## src/rtl/gpio_pull_port.sv

```systemverilog
module gpio_pull_port #(
  parameter int NPIN        = 6,
  parameter int DW          = 8,
  parameter int AW          = 2,
  parameter int CLK_PIN     = 4,
  parameter int IN_ONLY_PIN = 2,
  parameter int SYNC_STAGES = 2
) (
  input  logic            clk,
  input  logic            rst_n,
  input  logic            bus_sel,
  input  logic            bus_we,
  input  logic [AW-1:0]   bus_addr,
  input  logic [DW-1:0]   bus_wdata,
  output logic [DW-1:0]   bus_rdata,
  input  logic [NPIN-1:0] pin_in,
  input  logic [NPIN-1:0] pull_pol,
  input  logic            osc_internal,
  input  logic            clk_src,
  output logic [NPIN-1:0] pin_out,
  output logic [NPIN-1:0] pin_oe,
  output logic [NPIN-1:0] pull_up,
  output logic [NPIN-1:0] pull_dn
);
  localparam logic [AW-1:0]   A_DATA  = AW'(0);
  localparam logic [AW-1:0]   A_DIR   = AW'(1);
  localparam logic [AW-1:0]   A_PULL  = AW'(2);
  localparam logic [NPIN-1:0] ONE     = NPIN'(1);
  localparam logic [NPIN-1:0] IN_MASK = ONE << IN_ONLY_PIN;
  localparam logic [NPIN-1:0] CK_MASK = ONE << CLK_PIN;

  logic [NPIN-1:0] latch_q, dir_q, pue_q;
  logic            ckout_q;
  logic [NPIN-1:0] sync_q [SYNC_STAGES];

  wire wr = bus_sel && bus_we;

  always_ff @(posedge clk or negedge rst_n) begin
    if (!rst_n) begin
      latch_q <= '0;
      dir_q   <= '0;
      pue_q   <= '0;
      ckout_q <= 1'b0;
    end else if (wr) begin
      case (bus_addr)
        A_DATA: latch_q <= bus_wdata[NPIN-1:0];
        A_DIR:  dir_q   <= bus_wdata[NPIN-1:0];
        A_PULL: begin
          pue_q   <= bus_wdata[NPIN-1:0];
          ckout_q <= bus_wdata[DW-1];
        end
        default: ;
      endcase
    end
  end

  always_ff @(posedge clk or negedge rst_n) begin
    if (!rst_n) begin
      for (int k = 0; k < SYNC_STAGES; k++) sync_q[k] <= '0;
    end else begin
      sync_q[0] <= pin_in;
      for (int k = 1; k < SYNC_STAGES; k++) sync_q[k] <= sync_q[k-1];
    end
  end

  wire             ck_mode  = ckout_q && osc_internal;
  wire [NPIN-1:0]  ck_sel   = ck_mode ? CK_MASK : '0;
  wire [NPIN-1:0]  dir_eff  = dir_q & ~IN_MASK;
  wire [NPIN-1:0]  pin_sync = sync_q[SYNC_STAGES-1];
  wire [NPIN-1:0]  pull_on  = pue_q & ~dir_eff & ~ck_sel;
  wire [NPIN-1:0]  rd_port  = (latch_q & dir_eff) | (pin_sync & ~dir_eff);

  assign pin_oe  = dir_eff | ck_sel;
  assign pin_out = (latch_q & ~ck_sel) | (ck_sel & {NPIN{clk_src}});
  assign pull_up = pull_on & pull_pol;
  assign pull_dn = pull_on & ~pull_pol;

  always_comb begin
    bus_rdata = '0;
    case (bus_addr)
      A_DATA: bus_rdata[NPIN-1:0] = rd_port;
      A_DIR:  bus_rdata[NPIN-1:0] = dir_eff;
      A_PULL: begin
        bus_rdata[NPIN-1:0] = pue_q;
        bus_rdata[DW-1]     = ckout_q;
      end
      default: ;
    endcase
  end
endmodule


```

## config.mk

```make
export PLATFORM = sky130hd
export DESIGN_NAME = gpio_pull_port
export DESIGN_NICKNAME = d
export VERILOG_FILES = /design/src/rtl/gpio_pull_port.sv
export SDC_FILE = /design/constraint.sdc
export NUM_CORES = 1
export LEC_CHECK = 0
export ABC_AREA = 1
export BUFFER_PORTS_ARGS = -buffer_cell sky130_fd_sc_hd__buf_2
export CAP_MARGIN = 20
export CELL_PAD_IN_SITES_DETAIL_PLACEMENT = 1
export CELL_PAD_IN_SITES_GLOBAL_PLACEMENT = 2
export CORE_UTILIZATION = 28
export CTS_CLUSTER_DIAMETER = 120
export DETAILED_ROUTE_END_ITERATION = 8
export PLACE_DENSITY = 0.87
export SYNTH_ARGS = -nofsm -noshare
export SYNTH_HDL_FRONTEND = slang
export SYNTH_SLANG_ARGS = --single-unit
```

## constraint.sdc

```tcl
create_clock -name clk -period 1.79 [get_ports clk]
set_input_delay 0.2685 -clock clk [delete_from_list [all_inputs] [get_ports clk]]
set_output_delay 0.2685 -clock clk [all_outputs]
set_load 0.01 [all_outputs]
```

==> impl_metrics.env, run 1 <==
export IMPL_cts_sinks=30
export IMPL_required_ns=1.52
export IMPL_power_internal_w=0.00125
export IMPL_grt_max_degree=31
export IMPL_maxCapViolCount=0
export IMPL_finalCritPeriodShare=0.801
export IMPL_wl_per_cell_um=11.6
export IMPL_synth_xor_area_share=0
export IMPL_ys_ff_latch=30
export IMPL_power_leakage_nw=1.13
export IMPL_drive_gt1_frac=0.303
export IMPL_worst_r2r_cell_count=2
export IMPL_worst_slew_pin_slew_ns=0.682
export IMPL_cts_tree="done"
export IMPL_postCtsResizedCells=0
export IMPL_combPwrFrac=0.235
export IMPL_synth_top_family_by_area="simple AND/OR/NAND/NOR gates"
export IMPL_layout_commonest_cell="nand2_1"
export IMPL_clock_latency_ns=0.29
export IMPL_slew_violations=0
export IMPL_fmax_mhz=697
export IMPL_hold_viol_final=0
export IMPL_finalCriticalPeriod_ns=1.43
export IMPL_die_w_um=76.6
export IMPL_post_cts_buffers=0
export IMPL_ctsHtreeMaxLevel=2
export IMPL_yosysTopAreaCell="dfrtp_1"
export IMPL_drt_total_wl_um=3730
export IMPL_p_switching_w=0.000592
export IMPL_ys_types=20
export IMPL_synth_compound_area_frac=0.00643
export IMPL_startpoint_type="flop"
export IMPL_synth_simple_area_share=0.349
export IMPL_drt_iter0_markers=98
export IMPL_worstSetupPathType="flop to output port"
export IMPL_rsz0062_at_grt="no"
export IMPL_dieHeight_um=76.6
export IMPL_avgSynthCellArea_um2=7.79
export IMPL_clkPwrFrac=0.309
export IMPL_clk_pin_slew_ns=0.07
export IMPL_slew_headroom=0.546
export IMPL_final_cell_mix="nand2_1 (79), buf_2 (56), dfrtp_1 (30), inv_1 (28), nand3_1 (21)"
export IMPL_dp_hpwl_um=2720
export IMPL_finalSetupTns_ns=0
export IMPL_yosysSeqAreaShare=0.482
export IMPL_end_kind="output port"
export IMPL_netSwitchingFraction=0.322
export IMPL_dieArea_um2=5870
export IMPL_io_buffers=56
export IMPL_grt_pass1_wl_um=6540
export IMPL_synth_warnings=0
export IMPL_syn_inst=200
export IMPL_rows=26
export IMPL_cts_buffer_depth=2
export IMPL_pre_cts_slack_ns=0.432
export IMPL_drt_first_pass_iters=4
export IMPL_area_growth_pct=22.2
export IMPL_worstReg2RegEnd="dir_q[5]$_DFFE_PN0P_"
export IMPL_drt_antenna_violating_nets=0
export IMPL_viasPerCell=4.28
export IMPL_status="finished clean"
export IMPL_drc=0
export IMPL_r2r_start="dir_q[5]$_DFFE_PN0P_"
export IMPL_cts_hold_buf=0
export IMPL_diodes=0
export IMPL_synthAdderAreaFrac=0
export IMPL_globalplace_congestion=0.674
export IMPL_fin_hold_ws_ns=0.0148
export IMPL_skew_ns=0.00357
export IMPL_cp_arrival_ns=1.17
export IMPL_synth_top_cells_by_area="dfrtp_1 (48%), nand2_1 (19%), inv_1 (6.7%)"
export IMPL_muxShareOfSynthArea=0
export IMPL_grt_remaining_overflow=0
export IMPL_io_pins=60
export IMPL_reg2reg_slack_ns=1.13
export IMPL_synth_top_area_frac=0.482
export IMPL_nFillCells=677
export IMPL_core_area_um2=5240
export IMPL_synth_area_um2=1560
export IMPL_start_util=0.297
export IMPL_fin_ws_ns=0.355
export IMPL_setup_viol=0
export IMPL_root_buffer="clkbuf_8"
export IMPL_finalNetCount=278
export IMPL_seqPwrFrac=0.456
export IMPL_critPathMaxFanout=4
export IMPL_grt_antenna_before_repair=0
export IMPL_numCtsBuffers=5
export IMPL_routed_via_count=1375
export IMPL_max_vdd_ir_drop_mv=0.375
export IMPL_grt_total_usage=0.144
export IMPL_worstHoldPathType="input pin to asynchronous set/reset pin"
export IMPL_p_per_area_nw_per_um2=967
export IMPL_grt_pass1_vias=1403
worst max-delay path by stage:
stage	from	cells past startpoint	end
2_1_floorplan	bus_addr[0]	5	bus_rdata[3]
3_3_place_gp	bus_addr[0]	5	bus_rdata[5]
3_5_place_dp	bus_addr[0]	5	bus_rdata[2]
4_1_cts	ckout_q$_DFFE_PN0P_	4	pull_dn[4]
5_1_grt	ckout_q$_DFFE_PN0P_	4	pull_up[4]
6_report	ckout_q$_DFFE_PN0P_	4	pull_dn[4]
Yosys cell counts:
cell	number
nand2_2	2
dfrtp_1	30
inv_8	1
nor2_4	3
a21oi_1	1
o21ai_0	1
nor2_8	1
inv_2	1
nand2_4	1
conb_1	1
inv_1	28
buf_4	11
buf_8	1
nand3_2	1
buf_6	2
nor2_2	1
inv_6	1
nand2_1	79
nor2_1	13
nand3_1	21
per-stage QoR:
stage	instance area [µm²]	total power, W	std cells	util
2_1_floorplan	1560	0.00116	201	-
3_3_place_gp	1810	0.00128	313	0.345
3_5_place_dp	1810	0.00130	313	0.345
4_1_cts	1900	0.00188	321	0.364
5_1_grt	1900	0.00196	321	0.364
6_report	1900	0.00184	321	0.364
cell families (layout without fill, tap and decap cells):
logic type,Yosys count,count (layout)
AOI/OAI and AO/OA,2,2
other,1,2
and+or+nand+nor,122,122
buffers and inverters,45,95
DFF,30,30
flip-flops by register name, summed over array words and instances (netlist names):
name and count:
dir_q 5, pin_sync 6, pue_q 6, ckout_q 1, sync_q 6, latch_q 6
final cells by class:
type / instances / area (µm²) / share of cell area
Clock buffer: 6 / 82.6 / 0.0434
Clock inverter: 2 / 12.5 / 0.00657
Inverter: 31 / 129 / 0.0677
Multi-Input combinational cell: 126 / 562 / 0.295
Sequential cell: 30 / 751 / 0.394
Tap cell: 70 / 87.6 / 0.0460
Timing Repair Buffer: 56 / 280 / 0.147
metal layers:
layer / part of all wire / vias up / track usage
met4: 0.018 / 0 / 0.0635
li1: - / 685 / -
met2: 0.47 / 47 / 0.234
met5: 0 / - / 0
met1: 0.44 / 636 / 0.173
met3: 0.074 / 7 / 0.0491
power by group through the flow:
stage	clock (W)	combinational (W)	sequential, W
3_5_place_dp	0	0.000442	0.000853
5_1_grt	0.000614	0.000499	0.000852
2_1_floorplan	0	0.000326	0.000833
3_3_place_gp	0	0.000431	0.000853
4_1_cts	0.000593	0.000444	0.000842
6_report	0.000570	0.000432	0.000839
worst max-delay path, stage by stage, from the launching register on:
cell and delay [ns]:
dfrtp_1 0.39, nand2_1 0.13, nand3_1 0.11, nor2_1 0.10
buf_2 0.14
Power figures use the tool's default switching activity.
==> run 2, diff against run 1 <==
- CORE_UTILIZATION: 28 -> 23
- PLACE_DENSITY: 0.87 -> 0.77
- clock period: 1.79 -> 1.19 ns (I/O delays scaled with it)
==> run 2 against run 1 <==
The run now ends with design-rule violations, negative setup slack left; final cell count is 10% higher; clock-buffer cell count is 1 higher; worst setup slack worse by 0.45 ns; core utilization is 2.3 points lower; first-iteration DRC count is 23% lower.
==> impl_metrics.env, run 2 (same netlist as run 1, synthesis figures left out) <==
export IMPL_power_internal_w=0.00202
export IMPL_wl_met3_um=232
export IMPL_finalNetCount=303
export IMPL_required_ns=1.01
export IMPL_rsz0062_at_grt="yes"
export IMPL_setup_viol=17
export IMPL_status="finished with violations"
export IMPL_finalCriticalPeriod_ns=1.29
export IMPL_cts_tree="done"
export IMPL_grt_antenna_before_repair=0
export IMPL_die_w_um=84.3
export IMPL_core_area_um2=6460
export IMPL_numCtsBuffers=5
export IMPL_layout_commonest_cell="nand2_1"
export IMPL_area_growth_pct=41.1
export IMPL_wl_met1_um=1980
export IMPL_wl_met2_um=2170
export IMPL_end_kind="output port"
export IMPL_startpoint_type="flop"
export IMPL_io_pins=60
export IMPL_worstHoldPathType="input pin to flop"
export IMPL_drc=6
export IMPL_drt_iter0_markers=75
export IMPL_routed_via_count=1470
export IMPL_grt_pass1_vias=1509
export IMPL_grt_total_usage=0.131
export IMPL_slew_violations=0
export IMPL_drt_total_wl_um=4400
export IMPL_io_buffers=56
export IMPL_maxCapViolCount=0
export IMPL_max_vdd_ir_drop_mv=0.358
export IMPL_root_buffer="clkbuf_8"
export IMPL_placed_area_um2=1880
export IMPL_cts_buffer_depth=2
export IMPL_viasPerCell=4.16
export IMPL_dieHeight_um=84.3
export IMPL_violations="design-rule violations, negative setup slack"
export IMPL_cp_arrival_ns=1.11
export IMPL_finalSetupTns_ns=-1.08
export IMPL_seqPwrFrac=0.431
export IMPL_fin_hold_ws_ns=0.0989
export IMPL_netSwitchingFraction=0.323
export IMPL_clk_pin_slew_ns=0.07
export IMPL_grt_pass1_wl_um=7190
export IMPL_final_cell_mix="nand2_1 (70), buf_2 (56), dfrtp_1 (28), inv_1 (22), nand3_1 (16)"
export IMPL_fin_ws_ns=-0.0977
export IMPL_critPathMaxFanout=4
export IMPL_clkPwrFrac=0.281
export IMPL_wl_per_cell_um=12.5
export IMPL_fmax_mhz=777
export IMPL_dp_hpwl_um=3010
export IMPL_worstSetupPathType="flop to output port"
export IMPL_hold_viol_final=0
export IMPL_drive_gt1_frac=0.435
export IMPL_p_total_w=0.00299
export IMPL_diodes=0
export IMPL_grt_max_degree=31
export IMPL_reg2reg_slack_ns=0.38
export IMPL_p_per_area_nw_per_um2=1360
export IMPL_drt_first_pass_iters=7
export IMPL_rows=29
export IMPL_p_switching_w=0.000964
export IMPL_dieArea_um2=7110
export IMPL_skew_ns=0.000105
export IMPL_clock_latency_ns=0.28
export IMPL_routed_top_layer="met4"
export IMPL_power_leakage_nw=1.26
export IMPL_start_util=0.241
export IMPL_ctsHtreeMaxLevel=2
export IMPL_stdcell_area_um2=2200
export IMPL_cts_sinks=30
export IMPL_grt_remaining_overflow=0
export IMPL_combPwrFrac=0.288
export IMPL_globalplace_congestion=0.684
export IMPL_finalCritPeriodShare=1.08
export IMPL_drt_antenna_violating_nets=0
## run 2: cell count changes in the layout (fill, tap and decap cells not counted), sizes merged
cell / before / now
buf: 56 / 74
clkbuf: 6 / 7
dlygate4sd3: 0 / 7
clkinvlp: 1 / 0
## run 2: stage by stage
step | utilization | instances | setup slack (ns)
2_1_floorplan | - | 201 | 0.274
4_1_cts | 0.321 | 345 | -0.114
3_5_place_dp | 0.290 | 326 | -0.00738
6_report | 0.340 | 353 | -0.0977
3_3_place_gp | 0.290 | 326 | 0.0123
5_1_grt | 0.340 | 353 | -0.193
## run 2: final timing paths
check,start,endpoint,cells past startpoint
worst max register to register,dir_q[1]$_DFFE_PN0P_,dir_q[1]$_DFFE_PN0P_,3
max in group asynchronous,rst_n,dir_q[3]$_DFFE_PN0P_,3
worst min register to register,sync_q[7]$_DFF_PN0_,pin_sync[1]$_DFF_PN0_,0
worst min-delay path,bus_wdata[7],ckout_q$_DFFE_PN0P_,3
min in group asynchronous,rst_n,sync_q[7]$_DFF_PN0_,3
worst max-delay path,dir_q[4]$_DFFE_PN0P_,pull_up[4],4
## run 2: layout make-up
class,count,area (µm²)
fill,825,4260
sequential,30,753
multi-input combinational,126,623
timing repair buffer,81,505
inverter,31,129
tap,77,96.3
clock buffer,7,86.3
clock inverter,1,5.00
## run 2: layer usage
metal  global-route usage  up-vias
met1                0.162      690
met3               0.0374        2
li1                     -      734
met5                    0        -
met2                0.224       44
met4               0.0329        0
## run 2: power groups by stage
stage	Clock, W	Combinational, W	Sequential, W
finish	0.000840	0.000860	0.00129
global placement	0	0.000674	0.00129
global route	0.000929	0.000965	0.00131
detailed placement	0	0.000694	0.00129
CTS	0.000884	0.000764	0.00127
floorplan	0	0.000491	0.00125
## run 2: worst max-delay path: stages, from the launching register on
cell,delay (ns)
dfrtp_1,0.42
inv_2,0.09
nand3_2,0.09
nor2_1,0.09
buf_2,0.13
## run 2: what timing repair did
action                                  CTS  global route
gates resized for setup                   4            26
pin swaps                                 3            11
endpoints found under the setup margin   18            20
hold buffers                              6             1
hold endpoints to repair                 35             1
setup buffers                             5             8
==> run 3, diff against run 2 <==
- CORE_UTILIZATION: 23 -> 26
- PLACE_DENSITY: 0.77 -> 0.82
- clock period: 1.19 -> 1.41 ns (I/O delays scaled with it)
==> run 3 against run 2 <==
The run now ends clean; wire length fell by 11%; sequential cell count did not move; critical path depth did not move; design area fell by 12%; sequential power fell by 17%; core utilization rose by 0.32 points; worst setup slack improved by 0.18 ns; final cell count fell by 7.9%; sequential share of layout area rose by 4.6 points; clock-buffer cell count did not move.
==> impl_metrics.env, run 3 (same netlist as run 1, synthesis figures left out) <==
export IMPL_status="finished clean"
export IMPL_grt_pass1_vias=1302
export IMPL_placed_area_um2=1830
export IMPL_clk_pin_slew_ns=0.06
export IMPL_pre_cts_slack_ns=0.128
export IMPL_startpoint_type="flop"
export IMPL_critPathMaxFanout=4
export IMPL_reg2reg_slack_ns=0.74
export IMPL_dieHeight_um=79.4
export IMPL_globalplace_congestion=0.689
export IMPL_worst_r2r_cell_count=2
export IMPL_drt_total_wl_um=3900
export IMPL_worstSetupPathType="flop to output port"
export IMPL_fmax_mhz=756
export IMPL_finalCritPeriodShare=0.939
export IMPL_area_growth_pct=24.4
export IMPL_die_w_um=79.4
export IMPL_grt_remaining_overflow=0
export IMPL_diodes=0
export IMPL_maxCapViolCount=0
export IMPL_routed_via_count=1380
export IMPL_cp_arrival_ns=1.11
export IMPL_cts_sinks=30
export IMPL_cts_tree="done"
export IMPL_slew_violations=0
export IMPL_numCtsBuffers=5
export IMPL_layout_commonest_cell="nand2_1"
export IMPL_skew_ns=0.00177
export IMPL_core_area_um2=5640
export IMPL_hold_viol_final=0
export IMPL_dieArea_um2=6310
export IMPL_io_pins=60
export IMPL_worstHoldPathType="input pin to flop"
export IMPL_startpoint="dir_q[4]$_DFFE_PN0P_"
export IMPL_drt_first_pass_iters=4
export IMPL_wl_per_cell_um=12.0
export IMPL_clock_latency_ns=0.28
export IMPL_final_util=0.344
export IMPL_grt_total_usage=0.140
export IMPL_dp_hpwl_um=2830
export IMPL_endpoint="pull_dn[4]"
export IMPL_finalSetupTns_ns=0
export IMPL_drc=0
export IMPL_final_cell_mix="nand2_1 (78), buf_2 (56), dfrtp_1 (28), inv_1 (26), nand3_1 (20)"
export IMPL_viasPerCell=4.25
export IMPL_end_kind="output port"
export IMPL_power_leakage_nw=1.14
export IMPL_finalNetCount=281
export IMPL_required_ns=1.20
export IMPL_worstReg2RegEnd="dir_q[3]$_DFFE_PN0P_"
export IMPL_finalCriticalPeriod_ns=1.32
export IMPL_stdcell_area_um2=1940
export IMPL_root_buffer="clkbuf_8"
export IMPL_drt_antenna_violating_nets=0
export IMPL_start_util=0.276
export IMPL_rows=27
export IMPL_drive_gt1_frac=0.324
export IMPL_r2r_start="dir_q[3]$_DFFE_PN0P_"
export IMPL_p_per_area_nw_per_um2=1180
export IMPL_fin_ws_ns=0.0865
export IMPL_grt_max_degree=17
export IMPL_cts_buffer_depth=2
export IMPL_max_vdd_ir_drop_mv=0.383
export IMPL_ctsHtreeMaxLevel=2
export IMPL_grt_pass1_wl_um=6490
export IMPL_rsz0062_at_grt="no"
export IMPL_grt_antenna_before_repair=0
export IMPL_drt_iter0_markers=58
export IMPL_setup_viol=0
export IMPL_io_buffers=56
[run 3: cell count changes in the layout (fill, tap and decap cells not counted), sizes merged]
cell         previous run  this run
clkinv                  1         0
dlygate4sd3             7         1
buf                    74        58
[run 3: worst max-delay path, stage by stage, from the launching register on]
cell and delay [ns]:
dfrtp_1 0.42, inv_2 0.09, nand3_2 0.09, nor2_2 0.11
buf_2 0.13
[run 3: cell type report]
cell class                      instances  area (µm²)
Multi-Input combinational cell        126         572
Inverter                               31         129
Clock buffer                            7        76.3
Fill cell                             715        3700
Timing Repair Buffer                   59         318
Tap cell                               72        90.1
Sequential cell                        30         753
[run 3: routing by layer]
metal / share of wire / GRT usage / vias up
met5: 0 / 0 / -
met3: 0.052 / 0.0389 / 6
met4: 0.016 / 0.0600 / 0
li1: - / - / 688
met2: 0.47 / 0.217 / 42
met1: 0.46 / 0.182 / 644
[run 3: worst min-delay path by stage]
stage,startpoint,end,slack [ns],depth (start not counted)
2_1_floorplan,rst_n,ckout_q$_DFFE_PN0P_,-0.08,0
3_3_place_gp,rst_n,latch_q[2]$_DFFE_PN0P_,0.15,1
3_5_place_dp,rst_n,sync_q[7]$_DFF_PN0_,0.16,1
4_1_cts,pin_in[2],sync_q[8]$_DFF_PN0_,0.02,1
5_1_grt,pin_in[2],sync_q[8]$_DFF_PN0_,0.01,1
6_report,pin_in[2],sync_q[8]$_DFF_PN0_,0.03,1
[run 3: metrics by stage]
stage          hold slack [ns]  power [W]  cells
2_1_floorplan          -0.0841    0.00147    201
3_3_place_gp             0.155    0.00164    316
3_5_place_dp             0.157    0.00166    316
4_1_cts                 0.0213    0.00233    324
5_1_grt                 0.0116    0.00248    325
6_report                0.0323    0.00230    325
[run 3: report_power, final]
part	internal, W	switching, W	total [W]
sequential	0.000978	0.0000947	0.00107
combinational	0.000236	0.000340	0.000575
clock	0.000339	0.000310	0.000649
[run 3: timing repair]
action | CTS | global route
hold buffers | 1 | 0
hold endpoints to repair | 14 | 0
resized for setup | 0 | 7
endpoints found under the setup margin | 0 | 5
buffers inserted | 0 | 1
